`src/rtl/pwrfail_nmi_pkg.sv`:
```
package pwrfail_nmi_pkg;

   localparam int unsigned DEF_TICK_DIV  = 1650;   // ~33 us at 50 MHz
   localparam int unsigned DEF_PULSE_LEN = 10000;  // 200 us at 50 MHz
   localparam int unsigned DEF_RUN_LEN   = 3;

   function automatic int unsigned cnt_width(input int unsigned n);
      return (n < 2) ? 1 : $clog2(n);
   endfunction

endpackage

```
`src/rtl/pwrfail_nmi_tick.sv`:
```
module pwrfail_nmi_tick
   import pwrfail_nmi_pkg::*;
#(
   parameter int unsigned TICK_DIV = DEF_TICK_DIV
) (
   input  logic clk,
   input  logic rst_n,
   output logic tick
);
   localparam int unsigned W = cnt_width(TICK_DIV);

   generate
      if (TICK_DIV < 2) begin : g_bad
         $error("TICK_DIV must be at least 2");
      end
   endgenerate

   logic [W-1:0] div_q;

   // free-running: never cleared by the sense input
   always_ff @(posedge clk or negedge rst_n) begin
      if (!rst_n)
         div_q <= '0;
      else if (div_q == W'(TICK_DIV - 1))
         div_q <= '0;
      else
         div_q <= div_q + W'(1);
   end

   assign tick = (div_q == W'(TICK_DIV - 1));

endmodule

```
`src/rtl/pwrfail_nmi_filter.sv`:
```
module pwrfail_nmi_filter
   import pwrfail_nmi_pkg::*;
#(
   parameter int unsigned RUN_LEN = DEF_RUN_LEN
) (
   input  logic clk,
   input  logic rst_n,
   input  logic tick,
   input  logic sense_low,
   input  logic supply_ok,
   output logic fire
);
   logic armed_q;
   logic run_full;

   generate
      if (RUN_LEN < 1) begin : g_bad
         $error("RUN_LEN must be at least 1");
      end
      if (RUN_LEN == 1) begin : g_single
         assign run_full = 1'b1;
      end else begin : g_run
         localparam int unsigned W = cnt_width(RUN_LEN);
         logic [W-1:0] run_q;

         always_ff @(posedge clk or negedge rst_n) begin
            if (!rst_n)
               run_q <= '0;
            else if (!supply_ok)
               run_q <= '0;
            else if (tick) begin
               if (!sense_low)
                  run_q <= '0;
               else if (run_q != W'(RUN_LEN - 1))
                  run_q <= run_q + W'(1);
            end
         end

         assign run_full = (run_q == W'(RUN_LEN - 1));
      end
   endgenerate

   assign fire = tick && supply_ok && sense_low && armed_q && run_full;

   // disarm on trigger, re-arm on an in-tolerance reading
   always_ff @(posedge clk or negedge rst_n) begin
      if (!rst_n)
         armed_q <= 1'b1;
      else if (fire)
         armed_q <= 1'b0;
      else if (tick && !sense_low)
         armed_q <= 1'b1;
   end

endmodule

```
`src/rtl/pwrfail_nmi_pulse.sv`:
```
module pwrfail_nmi_pulse
   import pwrfail_nmi_pkg::*;
#(
   parameter int unsigned PULSE_LEN = DEF_PULSE_LEN
) (
   input  logic clk,
   input  logic rst_n,
   input  logic load,
   output logic active
);
   localparam int unsigned W = cnt_width(PULSE_LEN);

   generate
      if (PULSE_LEN < 2) begin : g_bad
         $error("PULSE_LEN must be at least 2");
      end
   endgenerate

   logic [W-1:0] left_q;

   always_ff @(posedge clk or negedge rst_n) begin
      if (!rst_n) begin
         active <= 1'b0;
         left_q <= '0;
      end else if (load) begin
         active <= 1'b1;
         left_q <= W'(PULSE_LEN - 1);
      end else if (active) begin
         if (left_q == '0)
            active <= 1'b0;
         else
            left_q <= left_q - W'(1);
      end
   end

endmodule

```
`src/rtl/pwrfail_nmi.sv`:
```
module pwrfail_nmi
   import pwrfail_nmi_pkg::*;
#(
   parameter int unsigned TICK_DIV  = DEF_TICK_DIV,
   parameter int unsigned PULSE_LEN = DEF_PULSE_LEN,
   parameter int unsigned RUN_LEN   = DEF_RUN_LEN
) (
   input  logic clk,
   input  logic rst_n,
   input  logic sense_low,
   input  logic supply_ok,
   input  logic strobe_fall,
   input  logic cmos_mode,
   output logic nmi_n
);
   logic tick;
   logic filt_fire;
   logic strobe_fire;
   logic pulse_on;

   pwrfail_nmi_tick #(.TICK_DIV(TICK_DIV)) u_tick (
      .clk   (clk),
      .rst_n (rst_n),
      .tick  (tick)
   );

   pwrfail_nmi_filter #(.RUN_LEN(RUN_LEN)) u_filter (
      .clk       (clk),
      .rst_n     (rst_n),
      .tick      (tick),
      .sense_low (sense_low),
      .supply_ok (supply_ok),
      .fire      (filt_fire)
   );

   assign strobe_fire = strobe_fall && cmos_mode && sense_low && supply_ok;

   pwrfail_nmi_pulse #(.PULSE_LEN(PULSE_LEN)) u_pulse (
      .clk    (clk),
      .rst_n  (rst_n),
      .load   (filt_fire || strobe_fire),
      .active (pulse_on)
   );

   assign nmi_n = ~pulse_on;

endmodule

```
`config.mk`:
```
export PLATFORM = sky130hd
export DESIGN_NAME = pwrfail_nmi
export DESIGN_NICKNAME = d
export VERILOG_FILES = /design/src/rtl/pwrfail_nmi_pkg.sv /design/src/rtl/pwrfail_nmi_tick.sv /design/src/rtl/pwrfail_nmi_filter.sv /design/src/rtl/pwrfail_nmi_pulse.sv /design/src/rtl/pwrfail_nmi.sv
export SDC_FILE = /design/constraint.sdc
export NUM_CORES = 1
export LEC_CHECK = 0
export ABC_AREA = 1
export BUFFER_PORTS_ARGS = -buffer_cell sky130_fd_sc_hd__clkbuf_2
export CAP_MARGIN = 20
export CORE_ASPECT_RATIO = 2
export CORE_MARGIN = 2
export CORE_UTILIZATION = 45
export DETAILED_ROUTE_END_ITERATION = 10
export GPL_ROUTABILITY_DRIVEN = 1
export GPL_TIMING_DRIVEN = 0
export SLEW_MARGIN = 20
export SYNTH_ARGS = -nofsm -noshare
export SYNTH_HDL_FRONTEND = slang
export SYNTH_HIERARCHICAL = 1
export SYNTH_SLANG_ARGS = --single-unit
```
`constraint.sdc`:
```
create_clock -name clk -period 5.6 [get_ports clk]
set_input_delay 0.56 -clock clk [delete_from_list [all_inputs] [get_ports clk]]
set_output_delay 0.56 -clock clk [all_outputs]
set_load 0.05 [all_outputs]
```
# Word-level counts from Yosys, hierarchy flattened

Cells that the tools add are included.

Memories: 0
Bits in read-only memories: 0
Output and inout port bits: 1
Bits of input ports: 6
Bits in writable memories: 0
Bits in registers: 29
Word-level logic and storage cells: 43
Bits in latches: 0

Add/sub/neg operators: 3
Mux-type cells: 13
Div/mod/pow operators: 0
Bitwise operators: 1
Shift-type cells: 0
$mul: 0
Magnitude comparators: 0
Reductions and logical operators: 15
Eq/ne operators: 6

Operator list:

| kind                                                                    | count |
|---|---|
| 14-bit two-way mux                                                      | 3 |
| 14-bit zero test                                                        | 1 |
| 14-bit by 1-bit subtractor with 14-bit output, second input constant    | 1 |
| 11-bit by 1-bit adder with 11-bit output, second input constant         | 1 |
| 11-bit equality test, second input constant                             | 1 |
| 11-bit two-way mux                                                      | 1 |
| 1-bit logical AND                                                       | 8 |
| 2-bit two-way mux                                                       | 4 |
| 1-bit two-way mux                                                       | 5 |
| 2-bit by 1-bit inequality test with 1-bit output, second input constant | 2 |
| 2-bit AND reduction                                                     | 2 |
| 2-bit nonzero test                                                      | 2 |
| 3-bit by 2-bit inequality test with 1-bit output, second input constant | 1 |
| 2-bit by 1-bit adder with 2-bit output, second input constant           | 1 |
| 2-bit equality test, second input constant                              | 1 |
| 2-bit inequality test, second input constant                            | 1 |
| 1-bit zero test                                                         | 1 |
| 1-bit logical OR                                                        | 1 |
| 1-bit inverter                                                          | 1 |

# Logic depth before layout (Yosys ltp)

Gate-level depths: netlist of run 1.

Word-level depth: 8
Mapped depth: 15
Depth with buffers taken out: 15

# Modules after synthesis

The synthesis of run 1 kept the hierarchy.

By module, submodules not included:

| module             | seq. area each (um^2) | area each (um^2) | cells an instance | times used |
|---|---|---|---|---|
| pwrfail_nmi_pulse  | 375.4                 | 962.2            | 142               | 1 |
| pwrfail_nmi_tick   | 275.3                 | 595.6            | 79                | 1 |
| pwrfail_nmi_filter | 76.3                  | 168.9            | 23                | 1 |
| pwrfail_nmi        | 0.0                   | 20.0             | 5                 | 1 |

# Worst setup path before layout of run 1

OpenSTA, ideal clock, no wires.

Path type: register to register
From: register u_tick.div_q[1]
To: register u_pulse.left_q[11]
Stages on the path, launching flop included: 15
Period minus slack after synthesis: 1.809 ns
Path slack: 3.791 ns
Arrival time: 1.691 ns
Path buffers: 1
Setup time: 0.119 ns
Data required time: 5.481 ns
Cell sequence: dfrtp_1 -> inv_1 -> ha_1 -> nand2_1 -> nor2_1 -> nand3_2 -> inv_2 -> nand2_1 -> nor2_1 -> inv_1 -> o21ai_1 -> inv_1 -> clkbuf_1 -> nand4_1 -> nand2_1

Word-level cells in the longest chain between the ends: 8
Elaborated cells on any way between the ends: 10
Classes of those cells: eq/ne: 2; mux: 1; reduce/logical: 7

RTL lines:

| item                                                                                                    | line                     | text |
|---|---|---|
| from (decl)                                                                                             | pwrfail_nmi_tick.sv:18   | `logic [W-1:0] div_q;` |
| from (signal assigned)                                                                                  | pwrfail_nmi_tick.sv:27   | `div_q <= div_q + W'(1);` |
| 11-bit equality test *                                                                                  | pwrfail_nmi_tick.sv:30   | `assign tick = (div_q == W'(TICK_DIV - 1));` |
| via tick                                                                                                | pwrfail_nmi.sv:16        | `logic tick;` |
| 1-bit logical AND * (4 in series)                                                                       | pwrfail_nmi_filter.sv:43 | `assign fire = tick && supply_ok && sense_low && armed_q && run_full;` |
| via filt_fire                                                                                           | pwrfail_nmi.sv:17        | `logic filt_fire;` |
| 1-bit logical OR *                                                                                      | pwrfail_nmi.sv:41        | `.load (filt_fire \|\| strobe_fire),` |
| 2-bit by 1-bit inequality test with 1-bit output (no line) / 2-bit nonzero test (equally long branches) | n/a                      |  |
| 2-bit AND reduction (no line)                                                                           | n/a                      |  |
| to (signal assigned)                                                                                    | pwrfail_nmi_pulse.sv:27  | `left_q <= W'(PULSE_LEN - 1);` |
| to (signal assigned)                                                                                    | pwrfail_nmi_pulse.sv:32  | `left_q <= left_q - W'(1);` |
| to (decl)                                                                                               | pwrfail_nmi_pulse.sv:19  | `logic [W-1:0] left_q;` |

The timed path passes the listed nets; every way through them passes the cells marked *.
A chain may end at the register's enable or synchronous reset.

# Worst setup path in the final report of run 1

From: register u_tick.div_q[1]
To: register u_pulse.left_q[12]

Same word-level chain as after synthesis.

==> out/results.env, run 1 <==
OUTCOME='finished clean'
P_PER_AREA_nW_PER_UM2=331
ASYNC_FLOP_SHARE=1.00
NUM_ROWS=32
SYNTH-EDFF-COUNT=0
FINALSETUPVIOLATIONS=0
MAXSLEWVIOLCOUNT=0
GRT_MAX_DEGREE=30
MOSTFREQUENTLAYOUTCELL='nand2_1'
SETUP.WORST_PATH.START_CLASS='register'
SLEW_HEADROOM=0.502
NUMCLOCKSINKS=29
CORE-AREA_UM2=3800
PORT_BUFFERS=6
GRT_FIRST_PASS_WIRELENGTH_UM=6510
NUM_IO_PINS=7
DIE_WIDTH_UM=48.1
WORST_EP_ARRIVAL_TIME_NS=2.42
MAX_SLEW.WORST_PIN.SLEW_NS=0.747
SYNTH.CELL_AREA_UM2=1750
PLACED_CELL_AREA_UM2=1840
NUMBER_OF_INSERTED_DIODES=0
CELLLEAKAGEPOWER_nW=1.04
DESIGN.FINAL.NETS=272
DRT_ITER0_MARKERS=27
WORST_SLACK_AFTER_DETAILED_PLACEMENT_NS=3.35
YS.WARNINGS.COUNT=6
YS.FLOP_TYPE='dfrtp_1'
FIN_TOTAL_PWR_uW=642
DP_CELLS=306
FINAL_PERIOD_DEMAND_OF_THE_WORST_PATH_NS=2.25
FIN_CELLS=314
FILLCELLCOUNT=424
MET3_WIRELENGTH_UM=70
CLOCK_TREE_BUF_DEPTH=2
POSTCTSSETUPBUFFERS=0
DESIGN.DIE.AREA_UM2=4430
NUMBER_OF_ANTENNA_VIOLATIONS_AT_THE_FIRST_CHECK_IN_GLOBAL_ROUTING=0
FINALWIRELENGTH_UM=3830
DRC_VIOLATIONS=0
START_UTIL=0.459
MAX_FREQ_MHz=443
MET2WIRELENGTH_UM=2110
TIMING.FINAL.HOLD_VIOLATIONS=0
DRT-PASS1-ITER-COUNT=4
CTSHOLDBUFFERS=0
CTS_TREE='built'
HPWLAFTERDP_UM=2850
SYNTH.LIB_CELLS_USED.DISTINCT=23
ROUTEDLENGTHMET1_UM=1470
GRT_SETUP_UNREPAIRED='no'
PATH_CLASS='reg2reg'
FINAL_CRITICAL_PATH_SETUP_SLACK_NS=3.35
SYN_TO_FINAL_GROWTH_PCT=11.2
CAP_VIOLATIONS=0
MOST-COMMON-LAYOUT-CELLS='85 x nand2_1, 37 x nor2_1, 29 x inv_1'
TOP_SIGNAL_LAYER_USED='met4'
ENDPOINT_REQUIRED_TIME_ON_THE_CRITICAL_PATH_NS=5.77
FINAL_AREA_UM2=1940
CTSRESIZECOUNT=0
WORSTPATHMAXFANOUT=10
VDD_DROP_MAX_mV=0.143
CTS-BUFFERS-INSERTED=5
DRIVE_ABOVE_1_SHARE=0.152
CLOCK_H_TREE_LEVELS=2
FIN_HOLD_WS_NS=0.334
GP_ROUTABILITY_CONGESTION=0.879
GRT_PASS1_VIAS=1549
VIA_COUNT=1532
SETUP_TOTAL_NEGATIVE_SLACK_NS=0
POST_DRT_VIA_CELL_RATIO=4.88
YS_FF_LATCH=29
CLOCK_TREE_SKEW_AFTER_FINAL_LAYOUT_NS=0.00480
POST-ROUTE-UTIL=0.511
YS_SEQ_AREA_FRAC=0.416
MIN-DELAY-PATH-CLASS='in2async'
CLOCK_PIN_SLEW_ON_THE_WORST_SETUP_AND_HOLD_PATHS_NS=0.06
CTSROOTBUFFERMASTER='clkbuf_8'
ROUTE.DETAILED.WL_PER_INST_UM=12.2
DETAIL-ROUTE-ANTENNA-NETS=0
FINAL_MIN_PERIOD_OVER_CLOCK_PERIOD=0.403
POSTSYNTHNETCOUNT=259
CHIP_HEIGHT_UM=92.1
SETUP.WORST_PATH.END_CLASS='register'
GRT.TOTAL_USAGE=0.209
SYNTH.AVG_CELL_AREA_UM2=7.01
OVERFLOW=0
SYNTHESIS.INSTANCES=249
WORST_SKEW_PAIR.LATE_LATENCY_NS=0.28
## flip-flops by register name, indices dropped and copies added (netlist names)
name,flops
u_pulse/left_q,14
u_tick/div_q,11
u_filter/g_run.run_q,2
u_filter/armed_q,1
u_pulse/active,1
## layer usage
metal | GRT usage | up-vias
met5 | 0 | -
met3 | 0.0472 | 15
met4 | 0.126 | 0
met1 | 0.191 | 700
li1 | - | 799
met2 | 0.373 | 18
## path summary, 6_finish.rpt
| check | start | end | slack [ns] | cells past startpoint |
|---|---|---|---|---|
| worst max-delay path | u_tick/div_q[1]$_DFF_PN0_ | u_pulse/left_q[12]$_DFFE_PN0P_ | 3.35 | 14 |
| worst min-delay path | rst_n | u_pulse/left_q[1]$_DFFE_PN0P_ | 0.33 | 1 |
| worst max register to register | u_tick/div_q[1]$_DFF_PN0_ | u_pulse/left_q[12]$_DFFE_PN0P_ | 3.35 | 14 |
| worst min register to register | u_filter/g_run.run_q[1]$_DFFE_PN0P_ | u_filter/g_run.run_q[1]$_DFFE_PN0P_ | 0.49 | 2 |
| max in group asynchronous | rst_n | u_tick/div_q[3]$_DFF_PN0_ | 4.78 | 1 |
| min in group clk | u_filter/g_run.run_q[1]$_DFFE_PN0P_ | u_filter/g_run.run_q[1]$_DFFE_PN0P_ | 0.49 | 2 |
## cell families after synthesis
group / Yosys count / share of synthesized area
flip-flops: 29 / 0.416
AND/OR/NAND/NOR: 166 / 0.417
buffers and inverters: 35 / 0.0795
AO/OA/AOI/OAI: 12 / 0.0437
adder cells (fa/ha/maj): 4 / 0.0287
XOR/XNOR: 3 / 0.0150
## critical path: stages, from the launching register on
cell      delay, ns
dfrtp_1        0.40
inv_1          0.06
ha_1           0.15
nand2_1        0.05
nor2_1         0.15
nand3_2        0.17
inv_2          0.16
nand2_1        0.07
nor2_1         0.13
inv_1          0.05
o21ai_1        0.11
inv_1          0.14
clkbuf_1       0.27
nand4_1        0.18
nand2_1        0.06
## power breakdown
part / switching, mW / internal (mW) / leakage, nW
combinational: 0.105 / 0.0625 / 0.641
clock: 0.0800 / 0.111 / 0.0542
sequential: 0.0407 / 0.243 / 0.347
## Yosys cell counts, types with 2 or more instances
cell	number	area (um^2)
nor2_4	2	22.5
ha_1	4	50.1
inv_2	4	15.0
o21ai_0	2	10.0
a21oi_1	3	15.0
dfrtp_1	28	701
inv_1	29	109
nand3_2	3	30.0
o21ai_2	3	26.3
o21ai_1	2	10.0
nor2_2	4	25.0
nand2_2	8	50.1
o21bai_1	2	15.0
xor2_1	2	17.5
nand4_1	6	37.5
nand2_1	85	319
nor2_1	37	139
nand3_1	20	100
## area by class of cell
cell class	instances	area, um^2	area share
Multi-Input combinational cell	185	881	0.454
Clock inverter	1	5.00	0.00258
Buffer	2	15.0	0.00773
Timing Repair Buffer	6	30.0	0.0155
Inverter	33	124	0.0638
Sequential cell	29	727	0.374
Tap cell	51	63.8	0.0329
Clock buffer	7	96.3	0.0496
Power figures use the tool's default switching activity.
==> inputs of run 2 (changes only) <==
==> constraint.sdc (replaced) <==
create_clock -name clk -period 2.3 [get_ports clk]
set_input_delay 0.23 -clock clk [delete_from_list [all_inputs] [get_ports clk]]
set_output_delay 0.23 -clock clk [all_outputs]
set_load 0.05 [all_outputs]
==> run 2 against run 1 <==
  * Fmax is 9.0% higher
  * Die area stayed put
  * Register-to-register slack worse by 3.1 ns
  * Clock-buffer cell count stayed put
  * Highest routed layer unchanged
==> out/results.env, run 2 (synthesis results as in run 1) <==
FLIP_FLOP_COUNT_OF_THE_LARGEST_REGISTER_AFTER_LAYOUT=14  # unchanged
FINAL_PERIOD_DEMAND_OF_THE_WORST_PATH_NS=2.07  # was 2.25 ns
CLOCK_TREE_BUF_DEPTH=2  # unchanged
FINALSETUPVIOLATIONS=0  # unchanged
DETAIL-ROUTE-ANTENNA-NETS=0  # unchanged
DP_CELLS=306  # unchanged
DRC_VIOLATIONS=0  # unchanged
VDD_DROP_MAX_mV=0.347  # was 0.143 mV
HPWLAFTERDP_UM=2850  # unchanged
NUMBER_OF_INSERTED_DIODES=0  # unchanged
GRT_FIRST_PASS_WIRELENGTH_UM=6510  # unchanged
NUM_ROWS=32  # unchanged
VIA_COUNT=1523  # was 1,532
GRT_SETUP_UNREPAIRED='no'  # unchanged
CTSRESIZECOUNT=0  # unchanged
NUM_IO_PINS=7  # unchanged
CAP_VIOLATIONS=0  # unchanged
SHARE_COMB_OF_TOTAL_POWER=0.261  # about the same
SETUP.WORST_PATH.START_CLASS='register'  # unchanged
CTS_TREE='built'  # unchanged
POSTCTSSETUPBUFFERS=0  # unchanged
CPPEAKSTAGEDELAY_NS=0.40  # about the same
OUTCOME='finished clean'  # unchanged
TIMING.FINAL.HOLD_VIOLATIONS=0  # unchanged
CTS-BUFFERS-INSERTED=5  # unchanged
START_UTIL=0.459  # unchanged
WORST_SKEW_PAIR.LATE_LATENCY_NS=0.28  # about the same
CORE-AREA_UM2=3800  # unchanged
WORSTPATHMAXFANOUT=10  # unchanged
P_PER_AREA_nW_PER_UM2=803  # was 331 nW/um^2
CRITICAL_PATH.REG2REG.STARTPOINT='u_tick/div_q[1]$_DFF_PN0_'  # unchanged
GRT_MAX_DEGREE=30  # unchanged
GRT.TOTAL_USAGE=0.209  # unchanged
MOSTFREQUENTLAYOUTCELL='nand2_1'  # unchanged
FIN_CELLS=314  # unchanged
DRT_ITER0_MARKERS=28  # was 27
POWER.NET_SWITCHING_uW=548  # was 226 uW
OVERFLOW=0  # unchanged
PATH_CLASS='reg2reg'  # unchanged
SYN_TO_FINAL_GROWTH_PCT=11.4  # was 11.2%
DESIGN.DIE.AREA_UM2=4430  # unchanged
SETUP.WORST_PATH.END_CLASS='register'  # unchanged
FINALWIRELENGTH_UM=3800  # was 3830 um
CTSHOLDBUFFERS=0  # unchanged
MIN-DELAY-PATH-CLASS='in2async'  # unchanged
NUMCLOCKSINKS=29  # unchanged
POST_DRT_VIA_CELL_RATIO=4.85  # was 4.88
WORSTPATHCELLLIST='inv_1 -> ha_1 -> nand2_1 -> nor2_1 -> nand3_2 -> inv_4 -> nand2_1 -> nor2_1 -> inv_1 -> o21ai_1 -> inv_1 -> buf_2 -> nand4_1 -> nand2_1'  # was inv_1 -> ha_1 -> nand2_1 -> nor2_1 -> nand3_2 -> inv_2 -> nand2_1 -> nor2_1 -> inv_1 -> o21ai_1 -> inv_1 -> clkbuf_1 -> nand4_1 -> nand2_1
MAX_SLEW.WORST_PIN.SLEW_NS=0.748  # was 0.747 ns
SETUP_TOTAL_NEGATIVE_SLACK_NS=0  # unchanged
GP_ROUTABILITY_CONGESTION=0.879  # unchanged
MAXSLEWVIOLCOUNT=0  # unchanged
DESIGN.FINAL.NETS=272  # unchanged
CLOCK_TREE_SKEW_AFTER_FINAL_LAYOUT_NS=0.00503  # was 0.00480 ns
SLEW_HEADROOM=0.501  # was 0.502
CLOCK_H_TREE_LEVELS=2  # unchanged
PORT_BUFFERS=6  # unchanged
DRIVE_ABOVE_1_SHARE=0.156  # was 0.152
CTSROOTBUFFERMASTER='clkbuf_8'  # unchanged
DIE_WIDTH_UM=48.1  # unchanged
POWER.SWITCHING_FRACTION=0.351  # about the same
WORST_PATH_MAX_DELAY_CELL='dfrtp_1'  # unchanged
CELLLEAKAGEPOWER_nW=1.04  # about the same
MAX_FREQ_MHz=483  # was 443 MHz
CLOCK_PIN_SLEW_ON_THE_WORST_SETUP_AND_HOLD_PATHS_NS=0.06  # about the same
LARGEST_REGISTERS='u_pulse/left_q (14), u_tick/div_q (11), u_filter/g_run.run_q (2)'  # unchanged
LARGEST-REGISTER='u_pulse/left_q'  # unchanged
CHIP_HEIGHT_UM=92.1  # unchanged
MOST-COMMON-LAYOUT-CELLS='85 x nand2_1, 37 x nor2_1, 29 x inv_1'  # unchanged
WORST_EP_ARRIVAL_TIME_NS=2.24  # was 2.42 ns
ROUTE.DETAILED.WL_PER_INST_UM=12.1  # was 12.2 um
ENDPOINT_REQUIRED_TIME_ON_THE_CRITICAL_PATH_NS=2.47  # was 5.77 ns
FINAL_MIN_PERIOD_OVER_CLOCK_PERIOD=0.900  # was 0.403
SHARE_CLK_OF_TOTAL_POWER=0.298  # was 0.297
NUMBER_OF_ANTENNA_VIOLATIONS_AT_THE_FIRST_CHECK_IN_GLOBAL_ROUTING=0  # unchanged
GRT_PASS1_VIAS=1549  # unchanged
DRT-PASS1-ITER-COUNT=4  # unchanged
INTERNAL_POWER_OF_THE_CELLS_mW=1.01  # was 417 uW
WORSTSETUPSTARTPOINT='u_tick/div_q[1]$_DFF_PN0_'  # unchanged
POWER.SHARE.SEQUENTIAL=0.442  # about the same
run 2: changes by cell type in the layout (fill, tap and decap cells not counted), sizes merged:
cell	previous run	this run
buf	1	2
clkbuf	14	13
run 2: power by group through the flow:
stage	Clock [mW]	Sequential (mW)	Combinational, mW
floorplan	0	0.669	0.330
global placement	0	0.700	0.399
detailed placement	0	0.699	0.405
CTS	0.485	0.690	0.408
global route	0.507	0.706	0.474
finish	0.465	0.690	0.407
run 2: metrics by stage:
stage               area [um^2]  total power, mW  utilization  worst slack [ns]  hold slack (ns)
floorplan                  1750            0.999            -             0.491          -0.0656
global placement           1840             1.10        0.484            0.0953            0.341
detailed placement         1840             1.10        0.484            0.0542            0.337
CTS                        1940             1.58        0.511            0.0415           0.0312
global route               1950             1.69        0.512            0.0179           0.0642
finish                     1950             1.56        0.512             0.231          0.00275
run 2: final cells by class:
cell class / count / area (um^2)
fillers: 423 / 1860
multi-input cells: 185 / 881
flip-flops and latches: 29 / 727
inverters: 33 / 126
clock buffers: 7 / 96.3
well taps: 51 / 63.8
repair buffers: 6 / 30.0
plain buffers: 2 / 16.3
clock inverters: 1 / 5.00
run 2: final timing paths:
check	depth (start not counted)	endpoint	slack (ns)
max	14	u_pulse/left_q[12]$_DFFE_PN0P_	0.23
min	1	u_pulse/left_q[1]$_DFFE_PN0P_	0.003
max reg2reg	14	u_pulse/left_q[12]$_DFFE_PN0P_	0.23
min reg2reg	2	u_filter/g_run.run_q[1]$_DFFE_PN0P_	0.49
max in group asynchronous	1	u_tick/div_q[3]$_DFF_PN0_	1.81
min in group clk	4	u_filter/armed_q$_DFFE_PN1P_	0.25
run 2: critical path: cells and delay by family (launching register included):
family / cells / cell delay [ns]
AOI/OAI and AO/OA: 1 / 0.11
adders and majority gates: 1 / 0.15
buffers and inverters: 5 / 0.59
DFF: 1 / 0.40
and+or+nand+nor: 7 / 0.71
run 2: metal layers:
layer	share of wire	track usage
met1	0.38	0.191
met2	0.55	0.373
met3	0.021	0.0472
met4	0.046	0.126
met5	0	0
==> inputs of run 3 (changes only) <==
--- a/config.mk
+++ b/config.mk
@@ -6,12 +6,12 @@
 export NUM_CORES = 1
 export LEC_CHECK = 0
 export ABC_AREA = 1
-export BUFFER_PORTS_ARGS = -buffer_cell sky130_fd_sc_hd__clkbuf_2
 export CAP_MARGIN = 20
 export CORE_ASPECT_RATIO = 2
 export CORE_MARGIN = 2
 export CORE_UTILIZATION = 45
 export DETAILED_ROUTE_END_ITERATION = 10
+export DONT_BUFFER_PORTS = 1
 export GPL_ROUTABILITY_DRIVEN = 1
 export GPL_TIMING_DRIVEN = 0
 export SLEW_MARGIN = 20
==> run 3 against run 2 <==
  * Sequential cell count stayed put
  * Critical path depth unchanged
  * Worst hold slack improved by 0.11 ns
  * Critical endpoint unchanged
  * Highest routed layer unchanged
==> out/results.env, run 3 (synthesis results as in run 1) <==
DIE_WIDTH_UM=48.1  # unchanged
PORT_BUFFERS=0  # was 6
DRT_ITER0_MARKERS=50  # was 28
MAX_SLEW.WORST_PIN.SLEW_NS=0.529  # was 0.748 ns
LARGEST-REGISTER='u_pulse/left_q'  # unchanged
FINALWIRELENGTH_UM=3650  # was 3800 um
LARGEST_REGISTERS='u_pulse/left_q (14), u_tick/div_q (11), u_filter/g_run.run_q (2)'  # unchanged
CLOCK_TREE_BUF_DEPTH=2  # unchanged
DRC_VIOLATIONS=0  # unchanged
SHARE_CLK_OF_TOTAL_POWER=0.334  # was 0.298
DESIGN.DIE.AREA_UM2=4430  # unchanged
POWER.SHARE.SEQUENTIAL=0.422  # was 0.442
NUMBER_OF_INSERTED_DIODES=0  # unchanged
START_UTIL=0.459  # unchanged
MOSTFREQUENTLAYOUTCELL='nand2_1'  # unchanged
MAXSLEWVIOLCOUNT=0  # unchanged
DRT-PASS1-ITER-COUNT=4  # unchanged
MIN-DELAY-PATH-CLASS='in2reg'  # was in2async
OVERFLOW=0  # unchanged
NUMCLOCKSINKS=29  # unchanged
NUM_ROWS=32  # unchanged
SHARE_COMB_OF_TOTAL_POWER=0.244  # was 0.261
CTS-BUFFERS-INSERTED=5  # unchanged
GP_ROUTABILITY_CONGESTION=0.894  # was 0.879
PATH_CLASS='reg2reg'  # unchanged
FINAL_PERIOD_DEMAND_OF_THE_WORST_PATH_NS=2.08  # was 2.07 ns
POWER.SWITCHING_FRACTION=0.330  # was 0.351
CLOCK_TREE_SKEW_AFTER_FINAL_LAYOUT_NS=0.00440  # was 0.00503 ns
SLEW_HEADROOM=0.647  # was 0.501
FIN_TOTAL_PWR_mW=1.64  # was 1.56 mW
GRT_PASS1_VIAS=1613  # was 1,549
NUM_IO_PINS=7  # unchanged
TIMING.FINAL.HOLD_VIOLATIONS=0  # unchanged
VDD_DROP_MAX_mV=0.471  # was 0.347 mV
GRT.TOTAL_USAGE=0.213  # was 0.209
ENDPOINT_REQUIRED_TIME_ON_THE_CRITICAL_PATH_NS=2.47  # about the same
CLOCK_H_TREE_LEVELS=2  # unchanged
FINAL_AREA_UM2=1960  # was 1950 um^2
DESIGN.FINAL.NETS=268  # was 272
MOST-COMMON-LAYOUT-CELLS='85 x nand2_1, 37 x nor2_1, 29 x inv_1'  # unchanged
FINAL_MIN_PERIOD_OVER_CLOCK_PERIOD=0.902  # was 0.900
GRT_SETUP_UNREPAIRED='no'  # unchanged
VIA_COUNT=1510  # was 1,523
POST-ROUTE-UTIL=0.515  # was 0.512
CELLLEAKAGEPOWER_nW=1.04  # about the same
POST_DRT_VIA_CELL_RATIO=4.87  # was 4.85
CTSROOTBUFFERMASTER='clkbuf_8'  # unchanged
SETUP.WORST_PATH.END_CLASS='register'  # unchanged
DRIVE_ABOVE_1_SHARE=0.135  # was 0.156
CAP_VIOLATIONS=0  # unchanged
SYN_TO_FINAL_GROWTH_PCT=12.1  # was 11.4%
ROUTE.DETAILED.WL_PER_INST_UM=11.8  # was 12.1 um
WORST_EP_ARRIVAL_TIME_NS=2.25  # was 2.24 ns
OUTCOME='finished clean'  # unchanged
MAX_FREQ_MHz=482  # was 483 MHz
FLIP_FLOP_COUNT_OF_THE_LARGEST_REGISTER_AFTER_LAYOUT=14  # unchanged
PLACED_CELL_AREA_UM2=1810  # was 1840 um^2
DETAIL-ROUTE-ANTENNA-NETS=0  # unchanged
GRT_FIRST_PASS_WIRELENGTH_UM=6730  # was 6510 um
POSTCTSSETUPBUFFERS=0  # unchanged
WORST_SKEW_PAIR.LATE_LATENCY_NS=0.28  # about the same
GRT_MAX_DEGREE=30  # unchanged
SETUP.WORST_PATH.START_CLASS='register'  # unchanged
HPWLAFTERDP_UM=2820  # was 2850 um
CLOCK_PIN_SLEW_ON_THE_WORST_SETUP_AND_HOLD_PATHS_NS=0.06  # about the same
CTS_TREE='built'  # unchanged
POWER.NET_SWITCHING_uW=541  # was 548 uW
SETUP_TOTAL_NEGATIVE_SLACK_NS=0  # unchanged
WORSTPATHMAXFANOUT=10  # unchanged
INTERNAL_POWER_OF_THE_CELLS_mW=1.10  # was 1.01 mW
NUMBER_OF_ANTENNA_VIOLATIONS_AT_THE_FIRST_CHECK_IN_GLOBAL_ROUTING=0  # unchanged
CHIP_HEIGHT_UM=92.1  # unchanged
FIN_HOLD_WS_NS=0.115  # was 0.00275 ns
P_PER_AREA_nW_PER_UM2=837  # was 803 nW/um^2
CORE-AREA_UM2=3800  # unchanged
FINALSETUPVIOLATIONS=0  # unchanged
run 3: changes by cell type in the layout (fill, tap and decap cells not counted):
| cell | before | now |
|---|---|---|
| clkbuf_2 | 6 | 0 |
| buf_12 | 0 | 1 |
| bufinv_16 | 0 | 1 |
| clkbuf_1 | 0 | 1 |
| clkbuf_8 | 7 | 6 |
| clkinv_2 | 1 | 0 |
| dlygate4sd3_1 | 0 | 1 |
| inv_2 | 3 | 4 |
| inv_4 | 1 | 0 |
run 3: critical path, stage by stage, from the launching register on:
cell and delay [ns]:
dfrtp_1 0.41, inv_1 0.07, ha_1 0.13, nand2_1 0.05
nor2_1 0.13, nand3_2 0.16, inv_2 0.14, nand2_1 0.06
nor2_1 0.13, inv_1 0.05, o21ai_1 0.11, inv_1 0.14
buf_2 0.22, nand4_1 0.11, nand2_1 0.05
run 3: power by group through the flow:
stage	logic, mW	clock network (mW)	registers (mW)
CTS	0.406	0.567	0.691
detailed placement	0.386	0	0.700
global route	0.467	0.584	0.709
global placement	0.386	0	0.700
floorplan	0.330	0	0.669
finish	0.399	0.548	0.692
run 3: cell type report:
class / count / area (um^2)
buffer: 2 / 16.3
clock buffer: 7 / 86.3
clock inverter: 1 / 30.0
fill: 400 / 1850
inverter: 33 / 124
multi-input combinational: 185 / 881
sequential: 29 / 727
tap: 51 / 63.8
timing repair buffer: 2 / 30.0
run 3: worst paths after layout:
kind | to | slack (ns) | from | cells after the start
min reg2reg | u_filter/g_run.run_q[1]$_DFFE_PN0P_ | 0.49 | u_filter/g_run.run_q[1]$_DFFE_PN0P_ | 2
max reg2reg | u_pulse/left_q[12]$_DFFE_PN0P_ | 0.22 | u_tick/div_q[1]$_DFF_PN0_ | 14
max | u_pulse/left_q[12]$_DFFE_PN0P_ | 0.22 | u_tick/div_q[1]$_DFF_PN0_ | 14
min in group asynchronous | u_pulse/left_q[1]$_DFFE_PN0P_ | 0.37 | rst_n | 2
min | u_filter/armed_q$_DFFE_PN1P_ | 0.11 | sense_low | 3
max in group asynchronous | u_filter/armed_q$_DFFE_PN1P_ | 1.69 | rst_n | 2
run 3: timing repair:
action	CTS	global route
gates resized for setup	0	3
hold buffers	2	0
endpoints found under the hold margin	29	0
endpoints found under the setup margin	0	8
run 3: stage by stage:
stage               setup slack [ns]  cells
finish                         0.225    310
global route                 0.00801    310
CTS                           0.0681    310
detailed placement            0.0863    300
global placement              0.0774    300
floorplan                      0.491    249
run 3: per-layer routing:
layer / part of all wire / routed length, um / global-route usage
met1: 0.36 / 1330 / 0.200
met2: 0.58 / 2100 / 0.384
met3: 0.018 / 67 / 0.0374
met4: 0.041 / 149 / 0.122
met5: 0 / 0 / 0
